**src/rtl/lsra_pkg.sv**
```systemverilog
package lsra_pkg;
  // strobes passed from control to datapath
  typedef struct packed {
    logic capture;  // load a new result and flags
    logic clear;    // force registers to zero
  } lsraCtl_t;
endpackage

```
**src/rtl/lsra_shift.sv**
```systemverilog
// Logarithmic right shifter: one stage per count bit.
module lsra_shift #(
  parameter int WIDTH = 32,
  parameter int CNTW  = 4
) (
  input  logic [WIDTH-1:0] dIn,
  input  logic [CNTW-1:0]  amt,
  output logic [WIDTH-1:0] dOut
);
  logic [WIDTH-1:0] stage [CNTW+1];

  assign stage[0] = dIn;

  for (genvar k = 0; k < CNTW; k++) begin : g_stage
    localparam int STEP = 1 << k;
    always_comb begin
      if (amt[k]) stage[k+1] = {{STEP{1'b0}}, stage[k][WIDTH-1:STEP]};
      else        stage[k+1] = stage[k];
    end
  end

  assign dOut = stage[CNTW];
endmodule

```
**src/rtl/lsra_ctrl.sv**
```systemverilog
module lsra_ctrl
  import lsra_pkg::*;
(
  input  logic     clk,
  input  logic     rst,
  input  logic     inValid,
  output lsraCtl_t ctl,
  output logic     outValid
);
  always_comb begin
    ctl.clear   = rst;
    ctl.capture = inValid & ~rst;
  end

  always_ff @(posedge clk) begin
    if (rst) outValid <= 1'b0;
    else     outValid <= inValid;
  end
endmodule

```
**src/rtl/lsra_dp.sv**
```systemverilog
module lsra_dp
  import lsra_pkg::*;
#(
  parameter int OPW  = 16,
  parameter int CNTW = 4,
  parameter int EXTW = 4
) (
  input  logic                      clk,
  input  lsraCtl_t                  ctl,
  input  logic [OPW-1:0]            srcVal,
  input  logic [OPW-1:0]            srcAmt,
  input  logic [EXTW+2*OPW-1:0]     accIn,
  output logic [EXTW+2*OPW-1:0]     accOut,
  output logic                      flagNeg,
  output logic                      flagZero
);
  localparam int BODYW = 2 * OPW;
  localparam int ACCW  = EXTW + BODYW;

  logic [CNTW-1:0]  shiftAmt;
  logic [BODYW-1:0] aligned;
  logic [BODYW-1:0] addend;
  logic [BODYW-1:0] sumBody;
  logic [ACCW-1:0]  nextAcc;

  assign shiftAmt = srcAmt[CNTW-1:0];
  assign aligned  = {srcVal, {OPW{1'b0}}};

  lsra_shift #(.WIDTH(BODYW), .CNTW(CNTW)) u_shift (
    .dIn  (aligned),
    .amt  (shiftAmt),
    .dOut (addend)
  );

  assign sumBody = accIn[BODYW-1:0] + addend;
  assign nextAcc = {{EXTW{sumBody[BODYW-1]}}, sumBody};

  always_ff @(posedge clk) begin
    if (ctl.clear) begin
      accOut   <= '0;
      flagNeg  <= 1'b0;
      flagZero <= 1'b0;
    end else if (ctl.capture) begin
      accOut   <= nextAcc;
      flagNeg  <= nextAcc[ACCW-1];
      flagZero <= (nextAcc == '0);
    end
  end
endmodule

```
**src/rtl/lsra_top.sv**
```systemverilog
module lsra_top
  import lsra_pkg::*;
#(
  parameter int OPW  = 16,
  parameter int CNTW = 4,
  parameter int EXTW = 4
) (
  input  logic                  clk,
  input  logic                  rst,
  input  logic                  inValid,
  input  logic [OPW-1:0]        srcVal,
  input  logic [OPW-1:0]        srcAmt,
  input  logic [EXTW+2*OPW-1:0] accIn,
  output logic [EXTW+2*OPW-1:0] accOut,
  output logic                  flagNeg,
  output logic                  flagZero,
  output logic                  outValid
);
  lsraCtl_t ctl;

  lsra_ctrl u_ctrl (
    .clk      (clk),
    .rst      (rst),
    .inValid  (inValid),
    .ctl      (ctl),
    .outValid (outValid)
  );

  lsra_dp #(.OPW(OPW), .CNTW(CNTW), .EXTW(EXTW)) u_dp (
    .clk      (clk),
    .ctl      (ctl),
    .srcVal   (srcVal),
    .srcAmt   (srcAmt),
    .accIn    (accIn),
    .accOut   (accOut),
    .flagNeg  (flagNeg),
    .flagZero (flagZero)
  );
endmodule

```
**config.mk**
```make
export PLATFORM = sky130hd
export DESIGN_NAME = lsra_top
export DESIGN_NICKNAME = d
export VERILOG_FILES = /design/src/rtl/lsra_pkg.sv /design/src/rtl/lsra_shift.sv /design/src/rtl/lsra_ctrl.sv /design/src/rtl/lsra_dp.sv /design/src/rtl/lsra_top.sv
export SDC_FILE = /design/constraint.sdc
export NUM_CORES = 1
export LEC_CHECK = 0
export CORE_MARGIN = 1.5
export CORE_UTILIZATION = 44
export CTS_CLUSTER_SIZE = 25
export DETAILED_ROUTE_END_ITERATION = 6
export GPL_TIMING_DRIVEN = 1
export PLACE_DENSITY = 0.79
export SETUP_SLACK_MARGIN = 0.1
export SYNTH_ARGS = -nofsm -noshare
export SYNTH_HDL_FRONTEND = slang
export SYNTH_SLANG_ARGS = --single-unit
```
**constraint.sdc**
```tcl
create_clock -name clk -period 4.2 [get_ports clk]
set_input_delay 0.42 -clock clk [delete_from_list [all_inputs] [get_ports clk]]
set_output_delay 0.42 -clock clk [all_outputs]
set_load 0.03 [all_outputs]
```
# Word-level counts from Yosys, hierarchy flattened
# Index checks and enable logic that the tools add are counted.
# op_classes
addsub,1
multipliers,0
n_div,0
magnitude_cmp,0
eq_ne,0
shift,0
muxes,4
bitwise_logic,2
reduce_logical,1
# ops
op,count
32-bit two-way mux,4
36-bit logical NOT,1
32-bit adder,1
1-bit bitwise AND,1
1-bit NOT,1
# totals
ff_bits,35
latchBits,0
ramBits,0
romBits,0
output_inout_bits,39
word_cells,12
mem_count,0

# Depth between registers and ports, before layout
# Gate-level depths: netlist of run 1.
# logic_depth
ltp_word,6
ltp_mapped,20

# Modules after synthesis
# From an unflattened synthesis of run 1, not the netlist that was laid out.
# unflattened
cells_unflattened,591
area_unflattened_um2,4590.7
# by_module_without_submodules
mod,n_inst,cells_each,area_each_um2
lsra_dp,1,396,3130.5
lsra_shift,1,191,1420.1
lsra_ctrl,1,4,40.0

# Worst setup path after synthesis of run 1
# Ideal clock, no wire load.
# synth_path
path_type,input port to flip-flop
start,input port srcAmt[1]
end,register u_dp.flagZero
arrival_ps,4112
required_time_ps,4116
slack_ps,3
path_stages,20
n_path_buf,3
path_cell_list,clkbuf_1 -> buf_1 -> mux2i_1 -> mux2i_1 -> nand2_1 -> o21ai_0 -> nand2_1 -> o21ai_0 -> ha_1 -> clkbuf_1 -> and4_1 -> and2_1 -> a31oi_1 -> a21oi_1 -> o41a_1 -> a221oi_1 -> xor2_1 -> nor2_1 -> nand4_1 -> o31ai_2
# synth_via
elab_chain_cells,5
# synth_lines
item,line,rtl
"start, declared",lsra_top.sv:12,"input logic [OPW-1:0] srcAmt,"
32-bit two-way mux (3 in series),lsra_shift.sv:17,"if (amt[k]) stage[k+1] = {{STEP{1'b0}}, stage[k][WIDTH-1:STEP]};"
32-bit adder,lsra_dp.sv:35,assign sumBody = accIn[BODYW-1:0] + addend;
36-bit logical NOT,lsra_dp.sv:46,flagZero <= (nextAcc == '0);
"end signal, assigned",lsra_dp.sv:46,
"end, declared",lsra_dp.sv:15,output logic flagZero
# No other way between the ends.
# A chain may end at the register's enable or synchronous reset.

# Worst setup path in the final report of run 1
# layout_path
start,input port srcVal[12]
end,register u_dp.flagZero
# layout_via
elab_chain_cells,6
# layout_lines
item,line,rtl
"start, declared",lsra_top.sv:11,"input logic [OPW-1:0] srcVal,"
32-bit two-way mux (4 in series),lsra_shift.sv:17,
32-bit adder,lsra_dp.sv:35,
36-bit logical NOT,lsra_dp.sv:46,
# No other way between the ends.

==> impl_metrics.py, run 1 <==
metrics = {
    "timing": {
        "relSlewSlack_pct": 67.4,
        "setup_violations": 0,
        "fmax_mhz": 253,
        "holdWs_ns": 0.470,
        "hold_violations": 0,
        "min_period_ns": 3.95,
        "clock_skew_ns": 0,
        "fin_crit_sh_pct": 94.0,
        "rsz0062_at_grt": "no",
        "setup-tns-final_ns": 0,
        "tightest_slew_ns": 0.487,
        "finalMaxSlewViolations": 0,
    },
    "global_route": {
        "grt_max_degree": 35,
        "antenna_found_initial": 0,
        "grt_pass1_vias": 3825,
        "grt_pass1_wl_um": 17700,
        "gr-total-overflow": 0,
        "grt_use_total_pct": 25.2,
    },
    "critical_path": {
        "timing.rr.start": "u_dp.accOut[18]",
        "end_kind": "flop",
        "startpoint_type": "input pin",
        "arrival_ns": 4.16,
        "cp_max_fo": 3,
        "ff2ff_setup_slack_ns": 3.42,
        "cp_data_required_time_ns": 4.41,
        "critPathLaunch": "srcVal[12]",
        "crit_type": "input pin to flop",
    },
    "routing": {
        "wire_per_inst_um": 15.1,
        "drc_errors": 0,
        "drt_iter0_markers": 166,
        "ant_nets": 0,
        "finalWirelength_um": 11400,
        "routed-via-count": 4046,
        "first_pass_iters": 4,
        "via_per_inst": 5.39,
    },
    "cts": {
        "clockBufferDepth": 2,
        "htreeDepth": 2,
        "cts_tree": "yes",
        "holdBufCountCts": 0,
        "clkSlewWorstSetupHoldPaths_ns": 0.06,
        "clock_sinks": 34,
        "cts_made_buffers": 5,
        "root_buffer": "clkbuf_8",
        "clk_latency_ns": 0.29,
    },
    "synthesis": {
        "yosysUniqueCellTypes": 61,
        "syn_nets": 562,
        "yosysWarnings": 0,
        "synthCells": 460,
        "synth_edf_count": 0,
        "async_reset_ff_share_pct": 0,
        "netlist_area_um2": 3580,
        "ys_seq_area_share_pct": 19.0,
        "avgSynthCellArea_um2": 7.78,
        "yosys_register_bits": 34,
        "ys.flop_type": "dfxtp_1",
    },
    "placement": {
        "place_hpwl_um": 8790,
        "dpl-instance-area_um2": 5280,
        "gp_congestion": 0.874,
        "place_inst": 729,
        "io_buffers": 93,
    },
    "hold_path": {
        "hold_path_class": "flop to flop",
        "hp-start": "u_dp.flagZero",
    },
    "power": {
        "switching_share_pct": 38.6,
        "intPower_w": 0.00104,
        "peakVddDrop_uv": 124,
        "pwr-share-comb_pct": 62.8,
        "p_clk_share_pct": 14.6,
        "power_w": 0.00170,
        "cellPowerDensity_nw_per_um2": 297,
        "p_leak_nw": 2.59,
        "sequentialPowerShare_pct": 22.6,
        "switching_power_w": 0.000656,
    },
    "floorplanning": {
        "die_area_um2": 8680,
        "fp.dieH_um": 93.2,
        "core-area_um2": 7810,
        "initial_core_util_pct": 45.8,
        "top_level_ports": 110,
        "row_count": 32,
        "die_w_um": 93.2,
    },
    "run": {
        "cap_violations": 0,
    },
    "layout": {
        "postLayoutCellArea_um2": 5720,
        "antenna_cells": 0,
        "synthToLayoutAreaGrowth_pct": 59.8,
        "fin_nets": 750,
        "drive_gt1_share_pct": 29.1,
        "final_cells": 751,
    },
    "outcome": {
        "outcome": "finished clean",
    },
}
==> repair_timing <==
| action | CTS | global route |
|---|---|---|
| resized for setup | 10 | 58 |
| setup buffers | 9 | 5 |
| pin swaps | 13 | 18 |
| setup endpoints to repair | 3 | 5 |
==> worst max-delay path, cell delays in order <==
cell and delay [ns]:
clkdlybuf4s50_1 0.45, mux2_2 0.30, o21ai_1 0.25, nor2_1 0.11
a21oi_2 0.18, a21oi_2 0.09, ha_1 0.32, and4_1 0.18
and2_4 0.17, a31oi_4 0.20, buf_6 0.12, buf_4 0.09
buf_4 0.09, buf_4 0.10, nand2_2 0.06, xor2_2 0.16
nor4_2 0.14, nand4b_1 0.17, nor4_2 0.25, nand4_1 0.14
o31ai_2 0.18
==> final cells by class <==
class / count / area, µm²
Inverter: 10 / 37.5
Fill cell: 608 / 2090
Timing Repair Buffer: 211 / 1850
Multi-Input combinational cell: 386 / 2930
Tap cell: 102 / 128
Clock inverter: 1 / 5.00
Sequential cell: 34 / 681
Clock buffer: 7 / 86.3
==> metal layers <==
| metal | vias to the layer above | part of all wire [%] | GRT usage [%] |
|---|---|---|---|
| met2 | 122 | 50 | 45.6 |
| met5 | - | 0 | 0 |
| met3 | 11 | 4.0 | 2.03 |
| met4 | 0 | 1.4 | 6.31 |
| li1 | 2027 | - | - |
| met1 | 1886 | 44 | 32.1 |
==> power by group through the flow <==
stage          Combinational, W  Sequential [W]  Clock, W
2_1_floorplan          0.000449        0.000466         0
3_3_place_gp           0.000950        0.000388         0
3_5_place_dp           0.000972        0.000390         0
4_1_cts                0.000998        0.000383  0.000252
5_1_grt                 0.00115        0.000388  0.000267
6_report                0.00107        0.000383  0.000248
==> cells by family (layout without fill, tap and decap cells) <==
logic type                 Yosys count  in the layout  share of synthesized area, %
xor gates and xnor gates            30             30                          7.55
and+or+nand+nor                    152            152                          19.7
muxes                               59             59                          16.9
adders and majority gates           31             31                          11.0
buffers and inverters               40            229                          4.83
AOI/OAI and AO/OA                  114            114                          21.0
DFF                                 34             34                          19.0
==> through the flow <==
step / utilization [%] / setup WS (ns)
after global placement: 67.6 / -0.265
after global routing: 73.2 / 0.0445
final: 73.2 / 0.251
after floorplan: - / 0.129
after detailed placement: 67.6 / -0.443
after CTS: 69.9 / 0.111
==> path summary, 6_finish.rpt <==
kind,cells after the start,to
setup / recovery,21,u_dp.flagZero
hold / removal,2,u_dp.flagZero
setup reg to reg,3,u_dp.accOut[18]
hold reg to reg,2,u_dp.flagZero
==> cell usage in the layout, fill, tap and decap left out, drive strengths merged, types with 5 or more instances in the layout <==
| cell | instances |
|---|---|
| clkbuf | 7 |
| a21o | 9 |
| mux2 | 10 |
| dlymetal6s2s | 5 |
| buf | 119 |
| o21ai | 26 |
| inv | 9 |
| dfxtp | 34 |
| nand3 | 9 |
| ha | 30 |
| nand2 | 41 |
| xnor2 | 16 |
| nor2 | 62 |
| a31oi | 7 |
| mux2i | 49 |
| xor2 | 14 |
| clkdlybuf4s50 | 85 |
| nor2b | 5 |
| a211oi | 10 |
| a21oi | 32 |
| nand4 | 6 |
| o22ai | 6 |
==> state kept, by name, indices dropped and copies added (netlist names) <==
register	cells
u_ctrl.outValid	1
u_dp.accOut	31
u_dp.flagNeg	1
u_dp.flagZero	1
==> Yosys cell counts (8+ instances only) <==
master | instances | share of area, %
a211oi_1 | 8 | 1.7
a21o_1 | 9 | 1.9
a21oi_1 | 32 | 4.5
clkbuf_1 | 16 | 1.7
dfxtp_1 | 34 | 19
ha_1 | 30 | 10
inv_1 | 8 | 0.84
mux2_2 | 10 | 3.1
mux2i_1 | 49 | 14
nand2_1 | 41 | 4.3
nand3_1 | 9 | 1.3
nor2_1 | 62 | 6.5
o21ai_0 | 26 | 3.6
xnor2_1 | 15 | 3.7
xor2_1 | 14 | 3.4
Power figures use the tool's default switching activity.
==> inputs of run 2 (changes only) <==
--- a/config.mk
+++ b/config.mk
@@ -5,12 +5,14 @@
 export SDC_FILE = /design/constraint.sdc
 export NUM_CORES = 1
 export LEC_CHECK = 0
+export CELL_PAD_IN_SITES_DETAIL_PLACEMENT = 1
+export CELL_PAD_IN_SITES_GLOBAL_PLACEMENT = 1
 export CORE_MARGIN = 1.5
-export CORE_UTILIZATION = 44
+export CORE_UTILIZATION = 31
 export CTS_CLUSTER_SIZE = 25
 export DETAILED_ROUTE_END_ITERATION = 6
 export GPL_TIMING_DRIVEN = 1
-export PLACE_DENSITY = 0.79
+export PLACE_DENSITY_LB_ADDON = 0.1
 export SETUP_SLACK_MARGIN = 0.1
 export SYNTH_ARGS = -nofsm -noshare
 export SYNTH_HDL_FRONTEND = slang
==> run 2 against run 1 <==
Net effect: combinational power is 5% higher; count of clock-buffer cells in the layout is 1 lower; register-to-register slack better by 0.03 ns; highest routed layer unchanged; non-clock buffer count is 20 higher; cell count is 8.1% higher; largest power group unchanged; clock skew stayed put; clock power is 52% higher; maximum frequency is 0.93% higher.
==> impl_metrics.py, run 2 (synthesis results as in run 1) <==
metrics = {
    "outcome": {
        "outcome": "finished clean",
    },
    "global_route": {
        "grt_use_total_pct": 21.1,
        "antenna_found_initial": 0,
        "grt_pass1_vias": 4341,
        "grt_max_degree": 35,
        "gr-total-overflow": 0,
        "grt_pass1_wl_um": 21200,
    },
    "layout": {
        "largest_reg_flops": 31,
        "max_flop_register": "u_dp.accOut",
        "final_cells": 812,
        "drive_gt1_share_pct": 32.3,
        "antenna_cells": 0,
        "postLayoutCellArea_um2": 6090,
        "final_cell_mix": "130 x buf_4, 81 x clkdlybuf4s50_1, 60 x nor2_1, 41 x nand2_1, 34 x dfxtp_1",
        "final_common_cell": "buf_4",
        "synthToLayoutAreaGrowth_pct": 70.1,
        "fin_nets": 770,
    },
    "timing": {
        "clock_skew_ns": 0,
        "min_period_ns": 3.91,
        "relSlewSlack_pct": 67.9,
        "rsz0062_at_grt": "yes",
        "finalMaxSlewViolations": 0,
        "fin_crit_sh_pct": 93.2,
        "tightest_slew_ns": 0.481,
        "fmax_mhz": 256,
        "setup-tns-final_ns": 0,
        "setup_violations": 0,
        "holdWs_ns": 0.479,
        "hold_violations": 0,
    },
    "floorplanning": {
        "die_w_um": 110,
        "die_area_um2": 12200,
        "top_level_ports": 110,
        "core-area_um2": 11300,
        "initial_core_util_pct": 31.6,
        "row_count": 39,
        "fp.dieH_um": 110,
    },
    "placement": {
        "place_inst": 789,
        "io_buffers": 93,
        "dpl-instance-area_um2": 5470,
        "gp_congestion": 0.873,
        "place_hpwl_um": 10800,
    },
    "critical_path": {
        "crit_chain": "clkdlybuf4s15_1 > inv_2 > buf_8 > mux2i_2 > mux2i_2 > o22ai_1 > ha_1 > buf_4 > buf_4 > nand2_1 > nor2_1 > a211oi_1 > o31a_1 > buf_4 > buf_4 > xnor2_1 > nor2_1 > nand4b_1 > nor4_2 > nand4_1 > o31ai_2",
        "cp_common_cell": "buf_4",
        "end_kind": "flop",
        "arrival_ns": 4.11,
        "crit_type": "input pin to flop",
        "critPathMaxStageDelay_ns": 0.34,
        "crit_path_top_delay_cell": "o31a_1",
        "cp_data_required_time_ns": 4.40,
        "startpoint_type": "input pin",
        "cp_max_fo": 8,
    },
    "routing": {
        "via_per_inst": 5.04,
        "drc_errors": 0,
        "wire_per_inst_um": 16.7,
        "ant_nets": 0,
        "routed-via-count": 4096,
        "first_pass_iters": 4,
        "finalWirelength_um": 13600,
        "drt_iter0_markers": 160,
    },
    "cts": {
        "clkSlewWorstSetupHoldPaths_ns": 0.06,
        "clock_sinks": 34,
        "cts_tree": "yes",
        "htreeDepth": 2,
        "clk_latency_ns": 0.28,
        "root_buffer": "clkbuf_16",
        "cts_made_buffers": 5,
        "clockBufferDepth": 2,
    },
    "power": {
        "power_w": 0.00188,
        "p_leak_nw": 2.76,
        "cellPowerDensity_nw_per_um2": 310,
        "peakVddDrop_uv": 265,
    },
    "run": {
        "cap_violations": 0,
    },
    "hold_path": {
        "hold_path_class": "flop to flop",
    },
}
run 2: final timing paths:
check	cells after the start	endpoint	start	slack (ns)
hold reg to reg	2	u_dp.flagZero	u_dp.flagZero	0.48
hold / removal	2	u_dp.flagZero	u_dp.flagZero	0.48
setup reg to reg	3	u_dp.accOut[18]	u_dp.accOut[18]	3.45
setup / recovery	21	u_dp.flagZero	srcAmt[0]	0.29
run 2: final cells by class:
| type | instances | area, µm² |
|---|---|---|
| fill | 1365 | 5240 |
| tap | 143 | 179 |
| clock buffer | 6 | 139 |
| clock inverter | 2 | 12.5 |
| multi-input combinational | 386 | 3030 |
| sequential | 34 | 681 |
| inverter | 10 | 37.5 |
| timing repair buffer | 231 | 2010 |
run 2: worst max-delay path, delay by kind of cell:
family | cells | cell delay (ns)
buffers and inverters | 7 | 1.14
AO/OA/AOI/OAI | 4 | 0.99
AND/OR/NAND/NOR | 6 | 0.79
multiplexers | 2 | 0.44
adder cells (fa/ha/maj) | 1 | 0.26
XOR/XNOR | 1 | 0.07
run 2: report_power, final:
part	total [W]	internal, W	switching, W
Sequential	0.000384	0.000362	0.0000212
Clock	0.000378	0.000235	0.000143
Combinational	0.00112	0.000577	0.000546
Total	0.00188	0.00117	0.000710
run 2: per-stage QoR:
step                setup WS (ns)  util, %
CTS                         0.111     50.9
global placement           -0.328     48.3
finish                      0.287     53.8
floorplan                   0.129        -
detailed placement         -0.456     48.3
global route              -0.0168     53.8
run 2: layer usage:
layer / GRT usage (%) / routed length (µm)
met1: 26.7 / 6030
met4: 5.98 / 192
met3: 1.98 / 406
met2: 37.9 / 6950
met5: 0 / 0
run 2: timing repair:
action,4_1_cts,5_1_grt
resized for setup,25,70
setup endpoints to repair,6,8
hold buffers,0,0
setup buffers,8,7
pin swaps,20,24
gates cloned,0,0
==> inputs of run 3 (changes only) <==
--- a/config.mk
+++ b/config.mk
@@ -11,6 +11,7 @@
 export CORE_UTILIZATION = 31
 export CTS_CLUSTER_SIZE = 25
 export DETAILED_ROUTE_END_ITERATION = 6
+export GPL_ROUTABILITY_DRIVEN = 0
 export GPL_TIMING_DRIVEN = 1
 export PLACE_DENSITY_LB_ADDON = 0.1
 export SETUP_SLACK_MARGIN = 0.1
==> run 3 against run 2 <==
Net effect: clock skew did not move; sequential share of layout area rose by 0.28 points; cell count fell by 0.62%; critical endpoint unchanged.
==> impl_metrics.py, run 3 (synthesis results as in run 1) <==
metrics = {
    "power": {
        "cellPowerDensity_nw_per_um2": 321,
        "peakVddDrop_uv": 324,
        "sequentialPowerShare_pct": 20.2,
        "pwr-share-comb_pct": 57.9,
        "p_clk_share_pct": 21.9,
        "switching_share_pct": 36.7,
        "power_w": 0.00190,
        "p_leak_nw": 2.67,
        "intPower_w": 0.00121,
        "switching_power_w": 0.000699,
    },
    "timing": {
        "finalMaxSlewViolations": 0,
        "fmax_mhz": 251,
        "fin_crit_sh_pct": 95.0,
        "rsz0062_at_grt": "yes",
        "min_period_ns": 3.99,
        "relSlewSlack_pct": 68.2,
        "tightest_slew_ns": 0.477,
        "clock_skew_ns": 0,
        "hold_violations": 0,
        "setup_violations": 0,
        "setup-tns-final_ns": 0,
    },
    "critical_path": {
        "startpoint_type": "input pin",
        "cp_data_required_time_ns": 4.40,
        "ff2ff_setup_slack_ns": 3.41,
        "arrival_ns": 4.18,
        "crit_path_top_delay_cell": "clkdlybuf4s50_1",
        "end_kind": "flop",
        "rr_endpoint": "u_dp.accOut[18]",
        "crit_type": "input pin to flop",
        "r2r_cells": 3,
        "timing.rr.start": "u_dp.accOut[18]",
        "cp_num_buf_inv": 3,
        "crit_chain": "clkdlybuf4s50_1 > mux2_4 > mux2i_4 > buf_4 > nor2_1 > ha_1 > and3_2 > a221o_2 > buf_4 > and2_4 > a211oi_4 > xnor2_2 > nor4_2 > nand4b_1 > nor4_2 > nand4_1 > o31ai_2",
        "critPathMaxStageDelay_ns": 0.44,
        "cp_max_fo": 3,
        "path_delay_family": "simple AND/OR/NAND/NOR gates",
    },
    "cts": {
        "clockBufferDepth": 2,
        "clock_sinks": 34,
        "root_buffer": "clkbuf_16",
        "clkSlewWorstSetupHoldPaths_ns": 0.05,
        "clk_latency_ns": 0.28,
        "cts_tree": "yes",
        "cts_made_buffers": 5,
        "holdBufCountCts": 0,
        "htreeDepth": 2,
    },
    "routing": {
        "first_pass_iters": 4,
        "drt_iter0_markers": 80,
        "via_per_inst": 5.07,
        "routed-via-count": 4090,
        "wire_per_inst_um": 16.4,
        "ant_nets": 0,
        "finalWirelength_um": 13200,
        "drc_errors": 0,
    },
    "global_route": {
        "antenna_found_initial": 0,
        "gr-total-overflow": 0,
        "grt_use_total_pct": 20.8,
        "grt_pass1_vias": 4314,
        "grt_pass1_wl_um": 20900,
        "grt_max_degree": 35,
    },
    "layout": {
        "synthToLayoutAreaGrowth_pct": 65.9,
        "postLayoutCellArea_um2": 5940,
        "final_cell_mix": "130 x buf_4, 89 x clkdlybuf4s50_1, 60 x nor2_1, 41 x nand2_1, 38 x mux2i_1",
        "drive_gt1_share_pct": 30.0,
        "final_common_cell": "buf_4",
        "antenna_cells": 0,
        "fin_nets": 765,
        "final_cells": 807,
        "max_flop_register": "u_dp.accOut",
        "final_util_pct": 52.5,
        "largest_reg_flops": 31,
    },
    "hold_path": {
        "worstHoldPathCells": 2,
        "hold_end": "u_dp.accOut[30]",
        "hp-start": "u_dp.accOut[30]",
        "hold_path_class": "flop to flop",
    },
    "floorplanning": {
        "die_w_um": 110,
        "row_count": 39,
        "fp.dieH_um": 110,
        "top_level_ports": 110,
        "core-area_um2": 11300,
        "die_area_um2": 12200,
        "initial_core_util_pct": 31.6,
    },
    "placement": {
        "io_buffers": 93,
        "dpl-instance-area_um2": 5430,
        "place_hpwl_um": 10800,
        "place_inst": 784,
    },
    "outcome": {
        "outcome": "finished clean",
    },
    "run": {
        "cap_violations": 0,
    },
}
run 3: worst max-delay path by stage:
stage	start	endpoint	depth (start not counted)
finish	srcVal[1]	u_dp.flagZero	17
global route	srcAmt[1]	u_dp.flagZero	22
CTS	srcAmt[0]	u_dp.flagZero	19
detailed placement	srcAmt[1]	u_dp.flagZero	17
global placement	srcAmt[1]	u_dp.flagZero	18
floorplan	srcAmt[1]	u_dp.flagZero	20
run 3: metrics by stage:
| step | setup slack (ns) | hold WS (ns) |
|---|---|---|
| 2_1_floorplan | 0.129 | 0.568 |
| 3_3_place_gp | -0.360 | 0.464 |
| 3_5_place_dp | -0.438 | 0.487 |
| 4_1_cts | 0.132 | 0.501 |
| 5_1_grt | 0.0314 | 0.519 |
| 6_report | 0.211 | 0.492 |
run 3: worst reg2reg max path, cell delays in order, from the launching register on:
cell	delay, ns
dfxtp_1	0.35
inv_1	0.04
mux2_2	0.25
nor2_1	0.08
run 3: area by class of cell:
cell class	count	area [µm²]
flip-flops and latches	34	681
well taps	143	179
fillers	1387	5380
inverters	10	37.5
clock inverters	3	40.0
multi-input cells	386	2940
clock buffers	5	125
repair buffers	226	1930
run 3: metal layers:
metal / track usage, % / routed length [µm] / up-vias
met5: 0 / 0 / -
met4: 5.30 / 178 / 0
met3: 2.09 / 381 / 14
met2: 38.5 / 6840 / 78
met1: 25.5 / 5800 / 1939
li1: - / - / 2059
run 3: power groups by stage:
stage / logic [W] / clock network (W) / registers (W)
finish: 0.00110 / 0.000417 / 0.000385
global route: 0.00119 / 0.000438 / 0.000390
floorplan: 0.000449 / 0 / 0.000466
detailed placement: 0.00102 / 0 / 0.000392
CTS: 0.00106 / 0.000426 / 0.000386
global placement: 0.000988 / 0 / 0.000389
run 3: what timing repair did:
action                                  CTS  global route
resized for setup                        31            29
setup buffers                             7             8
endpoints found under the setup margin    7             6
pin swaps                                20            17
